==> src/rtl/ep_stat_pkg.sv <==
package ep_stat_pkg;
   typedef enum logic [1:0] {
      EPK_CTRL = 2'b00,
      EPK_BULK = 2'b01,
      EPK_ISO  = 2'b10,
      EPK_RSVD = 2'b11
   } ep_kind_e;

   typedef enum logic [1:0] {
      ST_IDLE  = 2'b00,
      ST_READ  = 2'b01,
      ST_WRITE = 2'b10
   } upd_state_e;

   localparam int FLAG_CNT = 4;  // flags live in the top bits of the status byte
   localparam int B_HALT   = 3;  // index within the flag nibble (byte bit 7)
   localparam int B_STARVE = 2;  // byte bit 6
   localparam int B_DONE   = 1;  // byte bit 5
   localparam int B_DONE2  = 0;  // byte bit 4
endpackage

==> src/rtl/ep_addr_gen.sv <==
module ep_addr_gen #(
   parameter int ADDR_W     = 16,
   parameter int EP_W       = 4,
   parameter int DESC_BYTES = 8
) (
   input  logic [ADDR_W-1:0] base,
   input  logic [EP_W-1:0]   ep,
   input  logic              dir_in,
   output logic [ADDR_W-1:0] addr
);
   localparam int SLOT_SH = $clog2(DESC_BYTES);
   localparam int IDX_W   = EP_W + 1;

   logic [IDX_W-1:0]  slot;
   logic [ADDR_W-1:0] offset;

   always_comb begin
      slot   = {ep, dir_in};
      offset = ADDR_W'(slot) << SLOT_SH;
      addr   = base + offset;
   end
endmodule

==> src/rtl/ep_flag_map.sv <==
module ep_flag_map
   import ep_stat_pkg::*;
(
   input  logic [1:0]          kind,
   input  logic                dir_in,
   input  logic                stall,
   input  logic                crc_err,
   input  logic                not_ready,
   input  logic                xfer_done,
   input  logic                setup_done,
   output logic [FLAG_CNT-1:0] set_flags
);
   ep_kind_e k;

   always_comb begin
      k = ep_kind_e'(kind);
      set_flags = '0;
      if (k == EPK_ISO) set_flags[B_HALT] = crc_err & ~dir_in;
      else              set_flags[B_HALT] = stall;
      set_flags[B_STARVE] = not_ready;
      set_flags[B_DONE]   = xfer_done;
      set_flags[B_DONE2]  = xfer_done | (setup_done & (k == EPK_CTRL));
   end
endmodule

==> src/rtl/ep_status_merge.sv <==
module ep_status_merge #(
   parameter int DATA_W = 8,
   parameter int FLAGS  = 4
) (
   input  logic [DATA_W-1:0] old_byte,
   input  logic [FLAGS-1:0]  set_flags,
   input  logic [FLAGS-1:0]  clr_flags,
   output logic [DATA_W-1:0] new_byte
);
   localparam int KEEP_W = DATA_W - FLAGS;

   for (genvar i = 0; i < DATA_W; i++) begin : g_bit
      if (i >= KEEP_W) begin : g_flag
         // set has priority over a simultaneous clear
         assign new_byte[i] = set_flags[i-KEEP_W] |
                              (old_byte[i] & ~clr_flags[i-KEEP_W]);
      end else begin : g_keep
         assign new_byte[i] = old_byte[i];
      end
   end
endmodule

==> src/rtl/ep_status_updater.sv <==
module ep_status_updater
   import ep_stat_pkg::*;
#(
   parameter int ADDR_W     = 16,
   parameter int NUM_EP     = 16,
   parameter int DESC_BYTES = 8,
   parameter int DATA_W     = 8
) (
   input  logic                    clk,
   input  logic                    rst_n,
   input  logic [ADDR_W-1:0]       base_ptr,
   input  logic                    ev_valid,
   input  logic [$clog2(NUM_EP)-1:0] ev_ep,
   input  logic                    ev_dir_in,
   input  logic [1:0]              ev_kind,
   input  logic                    ev_stall,
   input  logic                    ev_crc_err,
   input  logic                    ev_not_ready,
   input  logic                    ev_xfer_done,
   input  logic                    ev_setup_done,
   input  logic                    clr_valid,
   input  logic [$clog2(NUM_EP)-1:0] clr_ep,
   input  logic                    clr_dir_in,
   input  logic [DATA_W-1:0]       clr_mask,
   output logic                    busy,
   output logic                    mem_req,
   output logic                    mem_we,
   output logic [ADDR_W-1:0]       mem_addr,
   output logic [DATA_W-1:0]       mem_wdata,
   input  logic [DATA_W-1:0]       mem_rdata
);
   localparam int EP_W = $clog2(NUM_EP);

   initial begin
      assert (DATA_W == 8) else $error("status byte must be 8 bits");
      assert (DESC_BYTES >= 2 && (DESC_BYTES & (DESC_BYTES - 1)) == 0)
         else $error("DESC_BYTES must be a power of two");
      assert (ADDR_W > EP_W + $clog2(DESC_BYTES))
         else $error("ADDR_W too small for descriptor table");
   end

   logic [ADDR_W-1:0]   ev_addr, clr_addr;
   logic [FLAG_CNT-1:0] ev_set, clr_hi;
   upd_state_e          state;
   logic [ADDR_W-1:0]   op_addr, pend_addr;
   logic [FLAG_CNT-1:0] op_set, op_clr, pend_clr;
   logic                pend_v;
   logic                idle, take_ev, take_clr, same_desc;

   ep_addr_gen #(.ADDR_W(ADDR_W), .EP_W(EP_W), .DESC_BYTES(DESC_BYTES)) u_ev_addr (
      .base(base_ptr), .ep(ev_ep), .dir_in(ev_dir_in), .addr(ev_addr));

   ep_addr_gen #(.ADDR_W(ADDR_W), .EP_W(EP_W), .DESC_BYTES(DESC_BYTES)) u_clr_addr (
      .base(base_ptr), .ep(clr_ep), .dir_in(clr_dir_in), .addr(clr_addr));

   ep_flag_map u_map (
      .kind(ev_kind), .dir_in(ev_dir_in), .stall(ev_stall), .crc_err(ev_crc_err),
      .not_ready(ev_not_ready), .xfer_done(ev_xfer_done), .setup_done(ev_setup_done),
      .set_flags(ev_set));

   ep_status_merge #(.DATA_W(DATA_W), .FLAGS(FLAG_CNT)) u_merge (
      .old_byte(mem_rdata), .set_flags(op_set), .clr_flags(op_clr), .new_byte(mem_wdata));

   assign clr_hi    = clr_mask[DATA_W-1 -: FLAG_CNT];
   assign idle      = (state == ST_IDLE);
   assign take_ev   = idle & ev_valid;
   assign take_clr  = idle & clr_valid;
   assign same_desc = (ev_addr == clr_addr);

   always_ff @(posedge clk) begin
      if (!rst_n) begin
         state     <= ST_IDLE;
         op_addr   <= '0;
         op_set    <= '0;
         op_clr    <= '0;
         pend_v    <= 1'b0;
         pend_addr <= '0;
         pend_clr  <= '0;
      end else begin
         unique case (state)
            ST_IDLE: begin
               if (take_ev) begin
                  op_addr   <= ev_addr;
                  op_set    <= ev_set;
                  op_clr    <= (take_clr && same_desc) ? clr_hi : '0;
                  pend_v    <= take_clr && !same_desc;
                  pend_addr <= clr_addr;
                  pend_clr  <= clr_hi;
                  state     <= ST_READ;
               end else if (take_clr) begin
                  op_addr <= clr_addr;
                  op_set  <= '0;
                  op_clr  <= clr_hi;
                  state   <= ST_READ;
               end
            end
            ST_READ: state <= ST_WRITE;
            ST_WRITE: begin
               if (pend_v) begin
                  op_addr <= pend_addr;
                  op_set  <= '0;
                  op_clr  <= pend_clr;
                  pend_v  <= 1'b0;
                  state   <= ST_READ;
               end else begin
                  state <= ST_IDLE;
               end
            end
            default: state <= ST_IDLE;
         endcase
      end
   end

   assign busy     = !idle;
   assign mem_req  = (state == ST_READ) || (state == ST_WRITE);
   assign mem_we   = (state == ST_WRITE);
   assign mem_addr = op_addr;
endmodule

==> config.mk <==
export PLATFORM = sky130hd
export DESIGN_NAME = ep_status_updater
export DESIGN_NICKNAME = d
export VERILOG_FILES = /design/src/rtl/ep_stat_pkg.sv /design/src/rtl/ep_addr_gen.sv /design/src/rtl/ep_flag_map.sv /design/src/rtl/ep_status_merge.sv /design/src/rtl/ep_status_updater.sv
export SDC_FILE = /design/constraint.sdc
export NUM_CORES = 1
export LEC_CHECK = 0
export ABC_AREA = 1
export BUFFER_PORTS_ARGS = -buffer_cell sky130_fd_sc_hd__buf_2
export CORE_MARGIN = 2
export CORE_UTILIZATION = 55
export CTS_CLUSTER_SIZE = 25
export DETAILED_ROUTE_END_ITERATION = 12
export PLACE_DENSITY_LB_ADDON = 0.1
export SYNTH_ARGS = -nofsm -noshare
export SYNTH_HDL_FRONTEND = slang
export SYNTH_HIERARCHICAL = 1
export SYNTH_SLANG_ARGS = --single-unit
==> constraint.sdc <==
create_clock -name clk -period 3.1 [get_ports clk]
set_input_delay 0.62 -clock clk [delete_from_list [all_inputs] [get_ports clk]]
set_output_delay 0.62 -clock clk [all_outputs]
set_load 0.05 [all_outputs]
==> impl_metrics.env, run 1 <==
export IMPL_ys_warn_count=6
export IMPL_synth_edf_count=0
export IMPL_startpoint="base_ptr[3]"
export IMPL_maxCapViolations=0
export IMPL_cts_buffer_depth=2
export IMPL_hp_class="flip-flop to flip-flop"
export IMPL_ys_top_cells_by_count="nand2_1, inv_1, a21oi_1, dfxtp_1, o21ai_0"
export IMPL_max_slew_worst_pin_slew_ps=738
export IMPL_cts_resized=0
export IMPL_holdCritStartpoint="op_set[1]"
export IMPL_rrSetupSlack_ps=900
export IMPL_grt_pass1_vias=3299
export IMPL_cts_made_buffers=5
export IMPL_p_per_area_nw_per_um2=517
export IMPL_fin_crit_sh_pct=84.1
export IMPL_route_met2_wl_um=4160
export IMPL_htreeDepth=2
export IMPL_ys_ff_latch=47
export IMPL_syn_inst=617
export IMPL_final_net_count=730
export IMPL_top_layer_used="met4"
export IMPL_pre_cts_slack_ps=209
export IMPL_max_slew_margin_pct=50.7
export IMPL_io_pins=80
export IMPL_reg2reg_from="state[0]"
export IMPL_grt_pass1_wl_um=14700
export IMPL_yosys_area_share_xor_xnor_pct=1.66
export IMPL_grt_total_usage_pct=24.6
export IMPL_rsz0062_at_grt="no"
export IMPL_hold_viol=0
export IMPL_drc=0
export IMPL_setup_viol=0
export IMPL_synthAdderAreaFrac_pct=5.82
export IMPL_min_period_ps=2610
export IMPL_synth_mux_area_share_pct=0
export IMPL_synth_distinct_cells=29
export IMPL_gp_congestion=0.914
export IMPL_r2r_end="mem_addr[7]"
export IMPL_rows=29
export IMPL_fin_skew_ps=7.24
export IMPL_fin_setup_tns_ps=0
export IMPL_status="finished clean"
export IMPL_postSynthAreaPerCell_um2=5.99
export IMPL_placed_cell_area_um2=3920
export IMPL_firstDrtPassIters=5
export IMPL_start_kind="input pin"
export IMPL_initial_core_util_pct=57.6
export IMPL_syn_area_um2=3700
export IMPL_yosys_area_share_simple_pct=34.9
export IMPL_cts_tree="yes"
export IMPL_wl_met3_um=448
export IMPL_peakVddDrop_mv=0.218
export IMPL_synthArstFlopShare_pct=0
export IMPL_max_freq_mhz=383
export IMPL_die_area_um2=7400
export IMPL_port_buffers=67
export IMPL_synth_nets=686
export IMPL_dp_hpwl_um=6830
export IMPL_critPathCapture="op_clr[3]"
export IMPL_end_kind="flip-flop"
export IMPL_grt_overflow=0
export IMPL_arrival_ps=2850
export IMPL_post_drt_wl_per_cell_um=12.1
export IMPL_ys_flop_type="dfxtp_1"
export IMPL_numClockSinks=47
export IMPL_clockRootBuffer="clkbuf_8"
export IMPL_synth_top_family_by_area="simple AND/OR/NAND/NOR gates"
export IMPL_rr_worst_depth=9
export IMPL_final_area_um2=4030
export IMPL_vias_per_cell=5.19
export IMPL_synth_top_area_share_pct=25.4
export IMPL_diodes=0
export IMPL_synth_compound_area_share_pct=17.7
export IMPL_yosysTopAreaCell="dfxtp_1"
export IMPL_insertion_delay_ps=300
export IMPL_die_y_um=86.0
export IMPL_first_iter_violations=227
export IMPL_drv_slew=0
export IMPL_wl_um=8930
export IMPL_power_leakage_nw=2.17
export IMPL_layout_setup_ws_ps=492
export IMPL_clk_pin_slew_ps=90
export IMPL_worstPathMaxFanout=4
export IMPL_core_area_um2=6420
export IMPL_seq_area_frac_synth_pct=25.4
export IMPL_antenna_found_initial=0
export IMPL_grt_max_degree=42
export IMPL_synthTopCellsByArea="dfxtp_1, nand2_1, a21oi_1"
export IMPL_critPathKind="input pin to flip-flop"
export IMPL_postCtsSetupBuffers=0
export IMPL_met1Wirelength_um=4200
export IMPL_die_x_um=86.0
export IMPL_yosysMostFrequentCell="nand2_1"
export IMPL_antenna_left=0
export IMPL_syn_to_final_growth_pct=8.90
export IMPL_n_fill_cell=651
export IMPL_critPathRequiredTime_ps=3340
export IMPL_vias=3837
export IMPL_drive_above_1_share_pct=15.3
export IMPL_hold_buffers=0
## state kept, by name, summed over array words and instances (netlist names)
| name | count |
|---|---|
| op_clr | 4 |
| pend_addr | 16 |
| op_set | 4 |
| state | 2 |
| pend_v | 1 |
| pend_clr | 4 |
| mem_addr | 16 |
## critical path, cell delays in order
cell and delay (ps):
buf_2 110, ha_1 250, fa_1 470, nand3_1 130
nand3_1 120, nand3_1 90, nand3_1 60, nand2_1 100
inv_1 70, nand2_1 60, nand2_1 50, nor2_1 90
nand2_1 60, nor2_1 140, nand3_1 90, nand2_1 130
nand2_1 70, a21oi_1 120
## power by group
group          switching (mW)  total [mW]  leakage (nW)  internal (mW)
sequential             0.0456       0.746         0.388          0.701
combinational           0.658       0.925          1.74          0.267
clock                   0.208       0.411        0.0505          0.203
## routing by layer
layer / GRT usage, % / vias up
met2: 40.1 / 105
met5: 0 / -
met3: 3.27 / 9
li1: - / 2029
met4: 6.35 / 0
met1: 34.3 / 1694
## placed cells by master, fill, tap and decap left out, drive strengths merged, types with 4 or more instances in the layout
cell / count
a21oi: 68
buf: 70
clkbuf: 7
dfxtp: 47
ha: 14
inv: 81
nand2: 205
nand3: 52
nor2: 44
o21ai: 55
or2: 4
xor2: 7
## through the flow
step	util, %	power, mW	std cells	hold WS, ps
after floorplan	-	1.51	617	439
after global placement	61.1	1.66	731	449
after detailed placement	61.1	1.68	731	454
after CTS	62.7	2.09	739	466
after global routing	62.7	2.23	739	482
final	62.7	2.08	739	466
## final cells by class
type	count	area, um^2	share of cell area [%]
inverter	81	307	7.61
timing repair buffer	70	358	8.88
clock inverter	1	7.51	0.186
sequential	47	941	23.4
multi-input combinational	456	2220	55.2
clock buffer	7	96.3	2.39
tap	77	96.3	2.39
## logic make-up (layout without fill, tap and decap cells)
kind of cell               Yosys count  count (layout)
AOI/OAI and AO/OA                  128             128
xor gates and xnor gates             7               7
adders and majority gates           16              16
buffers and inverters              114             159
DFF                                 47              47
and+or+nand+nor                    305             305
## worst min path at each step
stage | cells past startpoint | slack, ps | end
floorplan | 2 | 440 | op_set[0]
global placement | 2 | 450 | op_set[2]
detailed placement | 2 | 450 | op_set[2]
CTS | 2 | 470 | op_set[2]
global route | 2 | 480 | op_set[2]
finish | 2 | 470 | op_set[1]
No activity file was read; power rests on OpenSTA's default activity.
==> run 2: changes to the inputs <==
- clock period: 3.1 -> 2.4 ns (I/O delays scaled with it)
==> run 2 against run 1 <==
Compared with the run above: non-clock buffer count grew 40; worst hold slack lost 36 ps; setup slack lost 330 ps; sequential power grew 29%; combinational power grew 42%; wire length grew 6.4%.
==> impl_metrics.env, run 2 (synthesis gave the netlist of run 1 again) <==
export IMPL_status="finished clean"
export IMPL_grt_overflow=0
export IMPL_critPathRequiredTime_ps=2640
export IMPL_worstPathMaxFanout=4
export IMPL_start_kind="input pin"
export IMPL_maxCapViolations=0
export IMPL_min_period_ps=2240
export IMPL_path_delay_family="simple AND/OR/NAND/NOR gates"
export IMPL_power_leakage_nw=2.37
export IMPL_clk_pin_slew_ps=90
export IMPL_post_drt_wl_per_cell_um=12.2
export IMPL_rows=29
export IMPL_diodes=0
export IMPL_fin_crit_sh_pct=93.4
export IMPL_clockRootBuffer="clkbuf_8"
export IMPL_fin_setup_tns_ps=0
export IMPL_drive_above_1_share_pct=24.3
export IMPL_drv_slew=0
export IMPL_path_buf_inv=1
export IMPL_end_kind="flip-flop"
export IMPL_first_iter_violations=161
export IMPL_rrSetupSlack_ps=430
export IMPL_placed_cell_area_um2=4220
export IMPL_slowest_delay_ps=410
export IMPL_rr_worst_depth=8
export IMPL_vias_per_cell=5.12
export IMPL_hold_end="pend_clr[0]"
export IMPL_holdCritStartpoint="clr_mask[4]"
export IMPL_grt_pass1_wl_um=15300
export IMPL_core_area_um2=6420
export IMPL_grt_max_degree=42
export IMPL_p_per_area_nw_per_um2=624
export IMPL_slowest_stage="fa_2"
export IMPL_post_route_util_pct=68.9
export IMPL_final_common_cell="nand2_1"
export IMPL_antenna_left=0
export IMPL_max_slew_margin_pct=50.8
export IMPL_gp_congestion=0.923
export IMPL_hp_class="input pin to flip-flop"
export IMPL_whs_path_depth=3
export IMPL_grt_total_usage_pct=25.5
export IMPL_multiInputGateArea_um2=2330
export IMPL_arrival_ps=2480
export IMPL_wl_um=9500
export IMPL_cts_buffer_depth=2
export IMPL_die_x_um=86.0
export IMPL_final_net_count=770
export IMPL_r2r_end="mem_addr[7]"
export IMPL_hold_buffers=0
export IMPL_htreeDepth=2
export IMPL_io_pins=80
export IMPL_peakVddDrop_mv=0.318
export IMPL_port_buffers=67
export IMPL_insertion_delay_ps=300
export IMPL_setup_viol=0
export IMPL_vias=3986
export IMPL_dp_hpwl_um=7170
export IMPL_crit_path_frequent_cell="nand2_1"
export IMPL_reg2reg_from="state[0]"
export IMPL_die_y_um=86.0
export IMPL_firstDrtPassIters=5
export IMPL_die_area_um2=7400
export IMPL_max_slew_worst_pin_slew_ps=737
export IMPL_critPathKind="input pin to flip-flop"
export IMPL_initial_core_util_pct=57.6
export IMPL_drc=0
export IMPL_seq_area_um2=941
export IMPL_cts_resized=0
export IMPL_grt_pass1_vias=3455
export IMPL_cts_tree="yes"
export IMPL_n_fill_cell=625
export IMPL_postCtsSetupBuffers=0
export IMPL_max_freq_mhz=446
export IMPL_syn_to_final_growth_pct=19.6
export IMPL_crit_chain="buf_2 > ha_2 > fa_2 > nand2_2 > nand2_2 > nand3_2 > nand2_1 > nand2_1 > nand2_1 > nand2_1 > nand2_1 > nor2_1 > nand2_1 > nor2_2 > nand3_1 > nand2_2 > nand2_1 > a21oi_1"
export IMPL_cts_made_buffers=5
export IMPL_antenna_found_initial=0
export IMPL_numClockSinks=47
export IMPL_fin_skew_ps=10.2
export IMPL_final_area_um2=4420
export IMPL_hold_viol=0
export IMPL_layout_cells_most_common_list="nand2_1, inv_1, a21oi_1, buf_2"
run 2: worst max-delay path by stage:
stage                 from   endpoint  slack [ps]  depth (start not counted)
3_5_place_dp   base_ptr[3]  op_clr[1]        -290                         18
3_3_place_gp   base_ptr[3]  op_clr[3]        -250                         18
4_1_cts        base_ptr[3]  op_clr[3]          20                         18
6_report         ev_dir_in  op_clr[3]         160                         18
5_1_grt        base_ptr[5]  op_clr[3]         -30                         17
2_1_floorplan  base_ptr[3]  op_clr[0]          70                         17
run 2: tightest hold or removal path, cell delays in order:
cell and delay [ps]:
buf_2 90, inv_1 60, a21oi_1 60
run 2: metrics by stage:
step | std cells | setup WS (ps) | hold WS, ps | power (mW)
final | 778 | 157 | 430 | 2.76
after global routing | 778 | -28.5 | 439 | 2.95
after detailed placement | 771 | -289 | 453 | 2.26
after global placement | 771 | -254 | 449 | 2.23
after CTS | 778 | 19.9 | 423 | 2.74
after floorplan | 617 | 74.5 | 439 | 1.95
run 2: cell type report:
class                   instances  area share (%)
multi-input cells             456            52.8
clock inverters                 1           0.113
inverters                      81            6.93
repair buffers                110            14.9
flip-flops and latches         47            21.3
clock buffers                   6            1.87
well taps                      77            2.18
run 2: power by group:
group / internal, mW / switching, mW / total, mW
sequential: 0.905 / 0.0602 / 0.965
combinational: 0.429 / 0.884 / 1.31
clock: 0.226 / 0.257 / 0.483
run 2: metal layers:
metal	GRT usage, %	share of wire, %
met1	34.1	49
met2	43.6	47
met3	2.50	3.0
met4	7.36	1.6
met5	0	0
==> run 3: changes to the inputs <==
- CORE_UTILIZATION: 55 -> 54
- SYNTH_HIERARCHICAL: 1 -> unset
==> run 3 against run 2 <==
Compared with the run above: die area is 9.4% lower; sequential power is 2.3% higher; first-iteration DRC count is 3.1% higher; synthesized area is 11% lower; core utilization is 1.2 points lower; combinational power is 4% higher; critical path type unchanged; critical endpoint is now op_clr[2].
==> impl_metrics.env, run 3 <==
export IMPL_synth_nets=576
export IMPL_setup_viol=0
export IMPL_yosysMostFrequentCell="nand2_1"
export IMPL_synthTopCellsByArea="dfxtp_1, nand2_1, inv_1"
export IMPL_drive_above_1_share_pct=24.8
export IMPL_grt_pass1_wl_um=13600
export IMPL_clk_pin_slew_ps=80
export IMPL_numClockSinks=47
export IMPL_vias_per_cell=5.12
export IMPL_fin_skew_ps=6.41
export IMPL_port_buffers=67
export IMPL_p_per_area_nw_per_um2=700
export IMPL_min_period_ps=2250
export IMPL_met1Wirelength_um=3680
export IMPL_ys_flop_type="dfxtp_1"
export IMPL_max_slew_margin_pct=52.8
export IMPL_synth_edf_count=0
export IMPL_first_iter_violations=166
export IMPL_critPathKind="input pin to flip-flop"
export IMPL_io_pins=80
export IMPL_drc=0
export IMPL_fin_crit_sh_pct=93.8
export IMPL_die_x_um=81.9
export IMPL_grt_total_usage_pct=25.5
export IMPL_hold_viol=0
export IMPL_peakVddDrop_mv=0.493
export IMPL_power_leakage_nw=2.07
export IMPL_grt_max_degree=27
export IMPL_layout_cells_most_common_list="nand2_1, inv_1, buf_2"
export IMPL_rows=28
export IMPL_wl_um=8330
export IMPL_post_drt_wl_per_cell_um=12.5
export IMPL_syn_to_final_growth_pct=21.7
export IMPL_vias=3402
export IMPL_max_slew_worst_pin_slew_ps=707
export IMPL_route_met2_wl_um=4180
export IMPL_die_area_um2=6710
export IMPL_status="finished clean"
export IMPL_syn_inst=507
export IMPL_max_freq_mhz=444
export IMPL_diodes=0
export IMPL_maxCapViolations=0
export IMPL_ys_warn_count=0
export IMPL_seq_area_frac_synth_pct=28.7
export IMPL_wl_met3_um=355
export IMPL_grt_pass1_vias=3168
export IMPL_firstDrtPassIters=4
export IMPL_total_power_mw=2.79
export IMPL_postSynthAreaPerCell_um2=6.46
export IMPL_hp_class="input pin to flip-flop"
export IMPL_final_common_cell="nand2_1"
export IMPL_grt_overflow=0
export IMPL_core_area_um2=5890
export IMPL_cts_made_buffers=5
export IMPL_cts_buffer_depth=2
export IMPL_dp_hpwl_um=6200
export IMPL_initial_core_util_pct=55.7
export IMPL_syn_area_um2=3280
export IMPL_synthArstFlopShare_pct=0
export IMPL_pre_cts_slack_ps=-204
export IMPL_htreeDepth=2
export IMPL_final_net_count=659
export IMPL_yosysTopAreaCell="dfxtp_1"
export IMPL_clockRootBuffer="clkbuf_8"
export IMPL_critPathRequiredTime_ps=2640
export IMPL_top_layer_used="met4"
export IMPL_cts_tree="yes"
export IMPL_synth_distinct_cells=36
export IMPL_antenna_found_initial=0
export IMPL_arrival_ps=2490
export IMPL_insertion_delay_ps=300
export IMPL_layout_setup_ws_ps=148
export IMPL_ys_ff_latch=47
export IMPL_rsz0062_at_grt="yes"
export IMPL_hold_buffers=0
export IMPL_start_kind="input pin"
export IMPL_die_y_um=81.9
export IMPL_synth_top_area_share_pct=28.7
export IMPL_worstPathMaxFanout=4
export IMPL_antenna_left=0
export IMPL_gp_congestion=0.864
export IMPL_ys_top_cells_by_count="nand2_1, inv_1, a21oi_1, dfxtp_1, nor2_1"
export IMPL_end_kind="flip-flop"
export IMPL_drv_slew=0
==> run 3: cell types whose count changed in the layout (fill, tap and decap cells not counted), moves of 5 or more <==
cell,delta
buf_4,-11
inv_1,-12
nand3_2,-11
a21oi_1,-17
nand2_1,-80
nand2_2,-7
inv_2,+7
o21ai_0,-8
a21oi_2,+6
o221ai_1,+5
==> run 3: final timing paths <==
kind | depth (start not counted) | to | startpoint | slack [ps]
max | 17 | op_clr[2] | base_ptr[3] | 150
min | 3 | op_set[2] | ev_not_ready | 440
max reg2reg | 9 | mem_addr[14] | state[1] | 460
min reg2reg | 2 | mem_addr[12] | mem_addr[12] | 460
==> run 3: cells by family after synthesis <==
| group | count (synthesis) | synth area share, % |
|---|---|---|
| compound gates | 124 | 21.3 |
| xor+xnor | 13 | 3.48 |
| fa+ha+maj | 16 | 6.57 |
| flops | 47 | 28.7 |
| buf+inv | 98 | 12.0 |
| simple gates | 209 | 27.9 |
==> run 3: area by class of cell <==
| cell class | count | area (um^2) |
|---|---|---|
| multi-input cells | 362 | 2000 |
| fillers | 545 | 1900 |
| clock buffers | 6 | 72.6 |
| flip-flops and latches | 47 | 941 |
| repair buffers | 99 | 598 |
| inverters | 75 | 282 |
| well taps | 75 | 93.8 |
==> run 3: routing by layer <==
layer	track usage [%]	up-vias
met3	3.63	9
met1	31.0	1506
li1	-	1804
met2	46.7	83
met5	0	-
met4	6.83	0
==> run 3: repair_timing <==
action / 4_1_cts / 5_1_grt
buffers inserted: 0 / 5
endpoints found under the hold margin: 0 / 0
endpoints found under the setup margin: 0 / 5
resized for setup: 0 / 22
==> run 3: power breakdown <==
group | switching, mW | internal, mW | leakage (nW)
Combinational | 0.922 | 0.437 | 1.65
Clock | 0.249 | 0.195 | 0.0371
Sequential | 0.0658 | 0.921 | 0.389
Total | 1.24 | 1.55 | 2.07
==> run 3: through the flow <==
step / cells / setup TNS [ps] / utilization, % / area (um^2) / hold slack [ps]
6_report: 664 / 0 / 67.7 / 3990 / 440
5_1_grt: 664 / -5.19 / 67.7 / 3990 / 455
4_1_cts: 659 / 0 / 65.7 / 3870 / 434
3_5_place_dp: 653 / -972 / 64.5 / 3800 / 455
3_3_place_gp: 653 / -537 / 64.5 / 3800 / 446
2_1_floorplan: 507 / 0 / - / 3280 / 437
==> run 3: critical path: stages <==
cell	delay, ps
buf_8	100
ha_4	160
fa_1	550
inv_2	60
nand2_2	50
nand2_1	40
nor2_1	80
nand2_1	60
nor2_1	100
nand2_1	70
nor2_1	100
nand2_1	60
nor2_2	170
nand3_2	120
nand2_4	100
nand2_2	50
a21oi_2	120
